$ cat config.mk
export PLATFORM = sky130hd
export DESIGN_NAME = alu8_core
export DESIGN_NICKNAME = d
export VERILOG_FILES = /design/src/rtl/alu8_pkg.sv /design/src/rtl/alu8_addsub.sv /design/src/rtl/alu8_bitops.sv /design/src/rtl/alu8_core.sv
export SDC_FILE = /design/constraint.sdc
export NUM_CORES = 1
export LEC_CHECK = 0
export ABC_AREA = 1
export BUFFER_PORTS_ARGS = -buffer_cell sky130_fd_sc_hd__buf_4
export CORE_MARGIN = 3
export CORE_UTILIZATION = 55
export CTS_CLUSTER_DIAMETER = 50
export DETAILED_ROUTE_END_ITERATION = 7
export PLACE_DENSITY = 0.73
export SYNTH_ARGS = -nofsm -noshare
export SYNTH_HDL_FRONTEND = slang
export SYNTH_SLANG_ARGS = --single-unit
$ cat constraint.sdc
create_clock -name clk -period 1.6 [get_ports clk]
set_clock_uncertainty 0.2 [all_clocks]
set_input_delay 0.08 -clock clk [delete_from_list [all_inputs] [get_ports clk]]
set_output_delay 0.08 -clock clk [all_outputs]
set_load 0.05 [all_outputs]
$ cat src/rtl/alu8_pkg.sv
package alu8_pkg;
  localparam int FLAG_W = 6;
  localparam int FC = 0;
  localparam int FZ = 1;
  localparam int FN = 2;
  localparam int FV = 3;
  localparam int FS = 4;
  localparam int FH = 5;

  typedef enum logic [4:0] {
    OP_ADD  = 5'd0,  OP_ADC  = 5'd1,  OP_SUB  = 5'd2,  OP_SBC  = 5'd3,
    OP_CMP  = 5'd4,  OP_CPC  = 5'd5,  OP_AND  = 5'd6,  OP_OR   = 5'd7,
    OP_XOR  = 5'd8,  OP_COM  = 5'd9,  OP_NEG  = 5'd10, OP_INC  = 5'd11,
    OP_DEC  = 5'd12, OP_LSL  = 5'd13, OP_LSR  = 5'd14, OP_ROL  = 5'd15,
    OP_ROR  = 5'd16, OP_ASR  = 5'd17, OP_SWAP = 5'd18, OP_SER  = 5'd19
  } alu_op_e;

  // Flags an op writes; S is derived separately from N and V.
  function automatic logic [FLAG_W-1:0] touch_mask(input logic [4:0] op);
    case (op)
      OP_ADD, OP_ADC, OP_SUB, OP_SBC, OP_CMP, OP_CPC,
      OP_NEG, OP_LSL, OP_ROL:                  touch_mask = 6'b10_1111;
      OP_AND, OP_OR, OP_XOR, OP_INC, OP_DEC:   touch_mask = 6'b00_1110;
      OP_COM, OP_LSR, OP_ROR, OP_ASR:          touch_mask = 6'b00_1111;
      default:                                 touch_mask = 6'b00_0000;
    endcase
  endfunction
endpackage

$ cat src/rtl/alu8_addsub.sv
module alu8_addsub #(
  parameter int W = 8
) (
  input  logic [W-1:0] x,
  input  logic [W-1:0] y,
  input  logic         cin,
  input  logic         sub,
  output logic [W-1:0] res,
  output logic         cy,
  output logic         hc,
  output logic         ov
);
  localparam int HB = W / 2;

  logic [W:0]  full;
  logic [HB:0] half;

  always_comb begin
    if (sub) begin
      full = {1'b0, x} - {1'b0, y} - {{W{1'b0}}, cin};
      half = {1'b0, x[HB-1:0]} - {1'b0, y[HB-1:0]} - {{HB{1'b0}}, cin};
    end else begin
      full = {1'b0, x} + {1'b0, y} + {{W{1'b0}}, cin};
      half = {1'b0, x[HB-1:0]} + {1'b0, y[HB-1:0]} + {{HB{1'b0}}, cin};
    end
    res = full[W-1:0];
    cy  = full[W];
    hc  = half[HB];
    if (sub) ov = (x[W-1] ^ y[W-1]) & (full[W-1] ^ x[W-1]);
    else     ov = ~(x[W-1] ^ y[W-1]) & (full[W-1] ^ x[W-1]);
  end
endmodule

$ cat src/rtl/alu8_bitops.sv
module alu8_bitops
  import alu8_pkg::*;
#(
  parameter int W = 8
) (
  input  logic [4:0]   op,
  input  logic [W-1:0] a,
  input  logic [W-1:0] b,
  input  logic         cin,
  output logic [W-1:0] res,
  output logic         cy,
  output logic         hc,
  output logic         ov
);
  localparam int HB = W / 2;

  logic shifter;

  always_comb begin
    res     = a;
    cy      = cin;
    hc      = 1'b0;
    shifter = 1'b0;
    case (op)
      OP_AND:  res = a & b;
      OP_OR:   res = a | b;
      OP_XOR:  res = a ^ b;
      OP_COM:  begin res = ~a; cy = 1'b1; end
      OP_LSL:  begin res = {a[W-2:0], 1'b0}; cy = a[W-1]; hc = a[HB-1]; shifter = 1'b1; end
      OP_ROL:  begin res = {a[W-2:0], cin};  cy = a[W-1]; hc = a[HB-1]; shifter = 1'b1; end
      OP_LSR:  begin res = {1'b0, a[W-1:1]};   cy = a[0]; shifter = 1'b1; end
      OP_ROR:  begin res = {cin, a[W-1:1]};    cy = a[0]; shifter = 1'b1; end
      OP_ASR:  begin res = {a[W-1], a[W-1:1]}; cy = a[0]; shifter = 1'b1; end
      OP_SWAP: res = {a[HB-1:0], a[W-1:HB]};
      OP_SER:  res = {W{1'b1}};
      default: ;
    endcase
    ov = shifter ? (res[W-1] ^ cy) : 1'b0;
  end
endmodule

$ cat src/rtl/alu8_core.sv
module alu8_core
  import alu8_pkg::*;
#(
  parameter int W = 8
) (
  input  logic              clk,
  input  logic              rst_n,
  input  logic              in_valid,
  output logic              in_ready,
  input  logic [4:0]        in_op,
  input  logic [W-1:0]      in_a,
  input  logic [W-1:0]      in_b,
  input  logic [FLAG_W-1:0] in_flags,
  output logic              out_valid,
  input  logic              out_ready,
  output logic [W-1:0]      out_result,
  output logic [FLAG_W-1:0] out_flags,
  output logic              out_wr
);
  logic [W-1:0] ax, ay, as_res, bo_res, res;
  logic         as_cin, as_sub, as_cy, as_hc, as_ov;
  logic         bo_cy, bo_hc, bo_ov;
  logic         is_arith, chain_z, known;
  logic         c_n, h_n, v_n, n_n, z_n;
  logic [FLAG_W-1:0] mask, nf;
  logic         accept;

  // operand steering for the shared adder/subtractor
  always_comb begin
    ax = in_a; ay = in_b; as_cin = 1'b0; as_sub = 1'b0;
    is_arith = 1'b1; chain_z = 1'b0; known = 1'b1;
    case (in_op)
      OP_ADD: ;
      OP_ADC: as_cin = in_flags[FC];
      OP_SUB, OP_CMP: as_sub = 1'b1;
      OP_SBC, OP_CPC: begin as_sub = 1'b1; as_cin = in_flags[FC]; chain_z = 1'b1; end
      OP_NEG: begin ax = '0; ay = in_a; as_sub = 1'b1; end
      OP_INC: ay = {{(W-1){1'b0}}, 1'b1};
      OP_DEC: begin ay = {{(W-1){1'b0}}, 1'b1}; as_sub = 1'b1; end
      OP_AND, OP_OR, OP_XOR, OP_COM, OP_LSL, OP_LSR,
      OP_ROL, OP_ROR, OP_ASR, OP_SWAP, OP_SER: is_arith = 1'b0;
      default: begin is_arith = 1'b0; known = 1'b0; end
    endcase
  end

  alu8_addsub #(.W(W)) u_addsub (
    .x(ax), .y(ay), .cin(as_cin), .sub(as_sub),
    .res(as_res), .cy(as_cy), .hc(as_hc), .ov(as_ov)
  );

  alu8_bitops #(.W(W)) u_bitops (
    .op(in_op), .a(in_a), .b(in_b), .cin(in_flags[FC]),
    .res(bo_res), .cy(bo_cy), .hc(bo_hc), .ov(bo_ov)
  );

  // flag merge: untouched flags pass through
  always_comb begin
    mask = touch_mask(in_op);
    res  = is_arith ? as_res : bo_res;
    c_n  = is_arith ? as_cy  : bo_cy;
    h_n  = is_arith ? as_hc  : bo_hc;
    v_n  = is_arith ? as_ov  : bo_ov;
    n_n  = res[W-1];
    z_n  = (res == '0) & (chain_z ? in_flags[FZ] : 1'b1);
    nf     = in_flags;
    nf[FC] = mask[FC] ? c_n : in_flags[FC];
    nf[FZ] = mask[FZ] ? z_n : in_flags[FZ];
    nf[FN] = mask[FN] ? n_n : in_flags[FN];
    nf[FV] = mask[FV] ? v_n : in_flags[FV];
    nf[FH] = mask[FH] ? h_n : in_flags[FH];
    nf[FS] = (mask[FN] | mask[FV]) ? (nf[FN] ^ nf[FV]) : in_flags[FS];
  end

  assign in_ready = !out_valid || out_ready;
  assign accept   = in_valid && in_ready;

  always_ff @(posedge clk or negedge rst_n) begin
    if (!rst_n) begin
      out_valid  <= 1'b0;
      out_result <= '0;
      out_flags  <= '0;
      out_wr     <= 1'b0;
    end else if (accept) begin
      out_valid  <= 1'b1;
      out_result <= res;
      out_flags  <= nf;
      out_wr     <= known && (in_op != OP_CMP) && (in_op != OP_CPC);
    end else if (out_ready) begin
      out_valid  <= 1'b0;
    end
  end


  stall_hold_chk: assert property (@(posedge clk) disable iff (!rst_n)
    out_valid && !out_ready |=> out_valid && $stable(out_result) && $stable(out_flags) && $stable(out_wr));


  cmp_nowrite_chk: assert property (@(posedge clk) disable iff (!rst_n)
    accept && (in_op == OP_CMP || in_op == OP_CPC) |=> !out_wr);


  logic_vclr_chk: assert property (@(posedge clk) disable iff (!rst_n)
    accept && (in_op == OP_AND || in_op == OP_OR || in_op == OP_XOR) |=> !out_flags[FV]);


  swap_keep_chk: assert property (@(posedge clk) disable iff (!rst_n)
    accept && in_op == OP_SWAP |=> out_flags == $past(in_flags));


  sign_rel_chk: assert property (@(posedge clk) disable iff (!rst_n)
    accept && in_op == OP_ADD |=> out_flags[FS] == (out_flags[FN] ^ out_flags[FV]));


  reset_idle_chk: assert property (@(posedge clk) !rst_n |=> !out_valid);
endmodule

==> flow_metrics.env, run 1 <==
export IMPL_outcome="did not finish"
export IMPL_lastStage="global routing (5_1_grt)"
export IMPL_error="[ERROR GRT-0232] Routing congestion too high. Check the congestion heatmap in the GUI."
export IMPL_start_util_pct=58.7
export IMPL_h_tree_depth=1
export IMPL_numCtsBuffers=3
export IMPL_die_height_um=83.8
export IMPL_synth_seq_cells=16
export IMPL_clock_sinks=16
export IMPL_die_x_um=83.8
export IMPL_worst_ep_kind="register data pin"
export IMPL_ys_seq_area_share_pct=12.0
export IMPL_gp_congestion=0.934
export IMPL_cts_buffer_depth=2
export IMPL_ios=48
export IMPL_synth_area_um2=3330
export IMPL_placed_area_um2=4840
export IMPL_overflow=29
export IMPL_cts_root_buf="clkbuf_8"
export IMPL_grt_use_total_pct=71.5
export IMPL_synth_main_ff_cell="dfrtp_1"
export IMPL_yosys_warnings=0
export IMPL_port_buffers=47
export IMPL_synth_avg_cell_area_um2=5.99
export IMPL_netlist_cell_type_count=45
export IMPL_rows=27
export IMPL_synth_edf_count=0
export IMPL_syn_num_nets=630
export IMPL_synthArstFlopShare_pct=100
export IMPL_grt_max_degree=20
export IMPL_syn_inst=556
export IMPL_dpl_hpwl_um=9730
export IMPL_grt_worst_endpoint="out_flags[1]$_DFFE_PN0P_/D"
[repair_timing]
item / in CTS
pin swaps: 19
gates resized for setup: 30
hold buffers: 6
buffers inserted: 7
endpoints found under the setup margin: 15
hold endpoints to repair: 21
[routing by layer]
layer	GRT usage, %	GRT overflow
met1	69.5	0
met2	89.1	16
met3	54.8	0
met4	76.6	13
met5	15.2	0
[synth_stat cells (all sizes together) (3+ instances only)]
master | number | area share, %
a21oi | 25 | 3.9
buf | 4 | 1.2
clkbuf | 3 | 0.34
clkinv | 7 | 0.83
dfrtp | 16 | 12
fa | 4 | 2.4
ha | 39 | 15
inv | 79 | 9.2
nand2 | 160 | 20
nand3 | 45 | 7.6
nand4 | 4 | 0.75
nor2 | 97 | 14
o211ai | 5 | 1.1
o21ai | 42 | 6.3
o22ai | 8 | 1.5
[logic make-up after synthesis]
family | share of synthesized area [%]
AO/OA/AOI/OAI | 14.7
XOR/XNOR | 0.789
adder cells (fa/ha/maj) | 17.1
buffers and inverters | 11.6
flip-flops | 12.0
AND/OR/NAND/NOR | 43.8
[metrics by stage]
stage,worst slack (ns),util (%),TNS [ns],std cells
2_1_floorplan,-1.12,-,-12.69,556
3_3_place_gp,-1.49,85.2,-17.91,788
3_5_place_dp,-1.63,85.2,-19.60,788
4_1_cts,-1.26,90.0,-14.25,804
==> inputs of run 2 (changes only) <==
CORE_UTILIZATION = 40   (was 55)
CTS_CLUSTER_DIAMETER = default   (was 50)
PLACE_DENSITY = default   (was 0.73)
PLACE_DENSITY_LB_ADDON = 0.15   (was default)
==> flow_metrics.env, run 2 <==
export IMPL_comb_power_share_pct=71.9
export IMPL_swShare_pct=47.2
export IMPL_fin_area_um2=5450
export IMPL_vias_per_cell=5.02
export IMPL_die_height_um=97.2
export IMPL_port_buffers=47
export IMPL_netlist_top_cells_area="nand2_1, ha_1, dfrtp_1, nor2_1, inv_1"
export IMPL_ys_seq_area_share_pct=12.0
export IMPL_numCtsBuffers=3
export IMPL_reg_largest_list="out_result x8, out_flags x6"
export IMPL_first_pass_iters=7
export IMPL_clk_pin_slew_ns=0.07
export IMPL_clk_latency_ns=0.24
export IMPL_crit_type="input pin to register"
export IMPL_synth_area_um2=3330
export IMPL_placed_area_um2=4950
export IMPL_antenna_found_initial=0
export IMPL_fin_util_pct=69.1
export IMPL_r2r_slack_ns=0.20
export IMPL_wl_met2_um=6210
export IMPL_p_leak_nw=2.88
export IMPL_fin_hold_ws_ns=0.0286
export IMPL_tightest_slew_ns=0.625
export IMPL_hp_class="input pin to asynchronous set/reset pin"
export IMPL_synth_most_common_cell="nand2_1"
export IMPL_yosysTopAreaCell="nand2_1"
export IMPL_ios=48
export IMPL_top_register="out_result"
export IMPL_h_tree_depth=1
export IMPL_crit_arrival_ns=2.91
export IMPL_rsz0062_at_grt="yes"
export IMPL_layout_common_cells="buf_4, nand2_1, nor2_1"
export IMPL_multi_input_area_um2=3010
export IMPL_cts_buffer_depth=2
export IMPL_seqCellArea_um2=402
export IMPL_power_switching_mw=1.50
export IMPL_drt_iter0_drc=168
export IMPL_outcome="complete, but fails checks"
export IMPL_overflow=0
export IMPL_crit_required_ns=1.59
export IMPL_synth_seq_cells=16
export IMPL_sequentialPowerShare_pct=16.9
export IMPL_cp_start_kind="input pin"
export IMPL_ff2ff_path_depth=5
export IMPL_clock_fmax_ghz=0.342
export IMPL_die_x_um=97.2
export IMPL_slew_violations=0
export IMPL_syn_num_nets=630
export IMPL_gp_congestion=0.881
export IMPL_final_net_count=818
export IMPL_synth_main_ff_cell="dfrtp_1"
export IMPL_largest_reg_flops=8
export IMPL_p_int_mw=1.68
export IMPL_cts_root_buf="clkbuf_8"
export IMPL_fin_crit_sh_pct=183
export IMPL_wl_um=12500
export IMPL_synth_edf_count=0
export IMPL_r2r_start="out_valid"
export IMPL_ant_nets=0
export IMPL_synth_avg_cell_area_um2=5.99
export IMPL_rows=32
export IMPL_fillerInstances=704
export IMPL_synth_top_cells_by_count="nand2_1, nor2_1, inv_1, nand3_1"
export IMPL_core_um2=7890
export IMPL_syn_inst=556
export IMPL_drive_above_1_share_pct=41.3
export IMPL_grt_pass1_vias=4102
export IMPL_rr_endpoint="out_flags[5]"
export IMPL_worstPathMaxFanout=8
export IMPL_finalHoldViolations=0
export IMPL_drv_cap=0
export IMPL_mostFrequentLayoutCell="buf_4"
export IMPL_clockPowerShare_pct=11.2
export IMPL_netlist_cell_type_count=45
export IMPL_grt_use_total_pct=25.1
export IMPL_period_minus_slack_ns=2.92
export IMPL_dp_slack_ns=-1.58
export IMPL_via_count=4241
export IMPL_dpl_hpwl_um=9900
export IMPL_final_cells=845
export IMPL_clock_sinks=16
export IMPL_antenna_cells=0
export IMPL_die_area_um2=9450
export IMPL_synth_top_cell_area_share_pct=16.8
export IMPL_start_util_pct=42.2
export IMPL_grt_pass1_wl_um=19800
export IMPL_critPathCaptureType="register"
export IMPL_grt_max_degree=20
export IMPL_m1WireLength_um=5710
export IMPL_slew_headroom_pct=58.2
export IMPL_routedWlPerCell_um=14.8
export IMPL_setup_slack_ns=-1.32
export IMPL_yosys_warnings=0
export IMPL_wl_met3_um=475
export IMPL_synthArstFlopShare_pct=100
export IMPL_highest_layer="met4"
export IMPL_cts_tree="built"
export IMPL_area_delta_synth_final_pct=63.7
export IMPL_power_density_nw_per_um2=584
export IMPL_max_vdd_ir_drop_v=0.000390
export IMPL_drc=0
export IMPL_setup_viol=15
export IMPL_placed_cells=823
export IMPL_violations="setup timing"
==> run 2: routing by layer <==
| layer | global-route usage [%] | vias to the layer above |
|---|---|---|
| met4 | 3.73 | 0 |
| met2 | 43.8 | 95 |
| met1 | 34.5 | 1982 |
| met5 | 0 | - |
| li1 | - | 2154 |
| met3 | 1.94 | 10 |
==> run 2: stage by stage <==
| stage | setup TNS (ns) | power, mW |
|---|---|---|
| finish | -14.91 | 3.18 |
| global route | -16.97 | 3.42 |
| CTS | -14.45 | 3.03 |
| global placement | -18.31 | 2.57 |
| floorplan | -12.69 | 1.77 |
| detailed placement | -19.44 | 2.60 |
==> run 2: logic make-up (layout without fill, tap and decap cells) <==
family,after synthesis,count (layout),synth area share [%]
AND/OR/NAND/NOR,313,314,43.8
flip-flops,16,16,12.0
AO/OA/AOI/OAI,88,88,14.7
adder cells (fa/ha/maj),43,43,17.1
XOR/XNOR,3,3,0.789
buffers and inverters,93,279,11.6
==> run 2: repair_timing <==
| item | 4_1_cts | 5_1_grt |
|---|---|---|
| endpoints found under the setup margin | 15 | 15 |
| resized for setup | 23 | 51 |
| setup buffers | 3 | 9 |
| gates cloned | 1 | 0 |
| pin swaps | 25 | 20 |
| endpoints found under the hold margin | 21 | 0 |
| hold buffers | 6 | 0 |
==> run 2: final cells by class <==
type                            count  share of cell area [%]
Timing Repair Buffer              189                    27.7
Inverter                           86                    6.34
Sequential cell                    16                    7.37
Clock buffer                        4                    1.01
Tap cell                          102                    2.34
Multi-Input combinational cell    448                    55.2
==> run 2: worst max-delay path, cell delays in order <==
cell	delay, ns
buf_8	0.08
clkinvlp_4	0.11
ha_4	0.20
nand2_4	0.10
nor2_8	0.06
nor2_8	0.11
nand2_8	0.10
inv_6	0.07
a32oi_4	0.06
fa_2	0.44
fa_2	0.38
inv_2	0.06
nand4_1	0.11
nand4_1	0.14
nand3_2	0.07
nand2_2	0.07
nor2_2	0.04
nor2_2	0.17
nand2_1	0.09
nor2_1	0.11
nand2_1	0.07
nand2_1	0.07
nand2_1	0.06
nand2_1	0.06
==> run 2: how the worst max path moves through the flow <==
| stage | from | end | cells past startpoint |
|---|---|---|---|
| after floorplan | in_op[0] | out_flags[1] | 25 |
| after global placement | in_op[0] | out_flags[1] | 24 |
| after detailed placement | in_op[0] | out_flags[0] | 22 |
| after CTS | in_op[0] | out_flags[0] | 22 |
| after global routing | in_op[0] | out_flags[1] | 24 |
| final | in_op[0] | out_flags[1] | 24 |
==> run 2: power by group through the flow <==
stage / Clock [mW] / Sequential, mW / Combinational, mW
final: 0.355 / 0.538 / 2.29
after global routing: 0.383 / 0.548 / 2.49
after CTS: 0.355 / 0.536 / 2.14
after detailed placement: 0 / 0.542 / 2.06
after global placement: 0 / 0.541 / 2.03
after floorplan: 0 / 0.836 / 0.932
(Power assumes the default switching activity.)
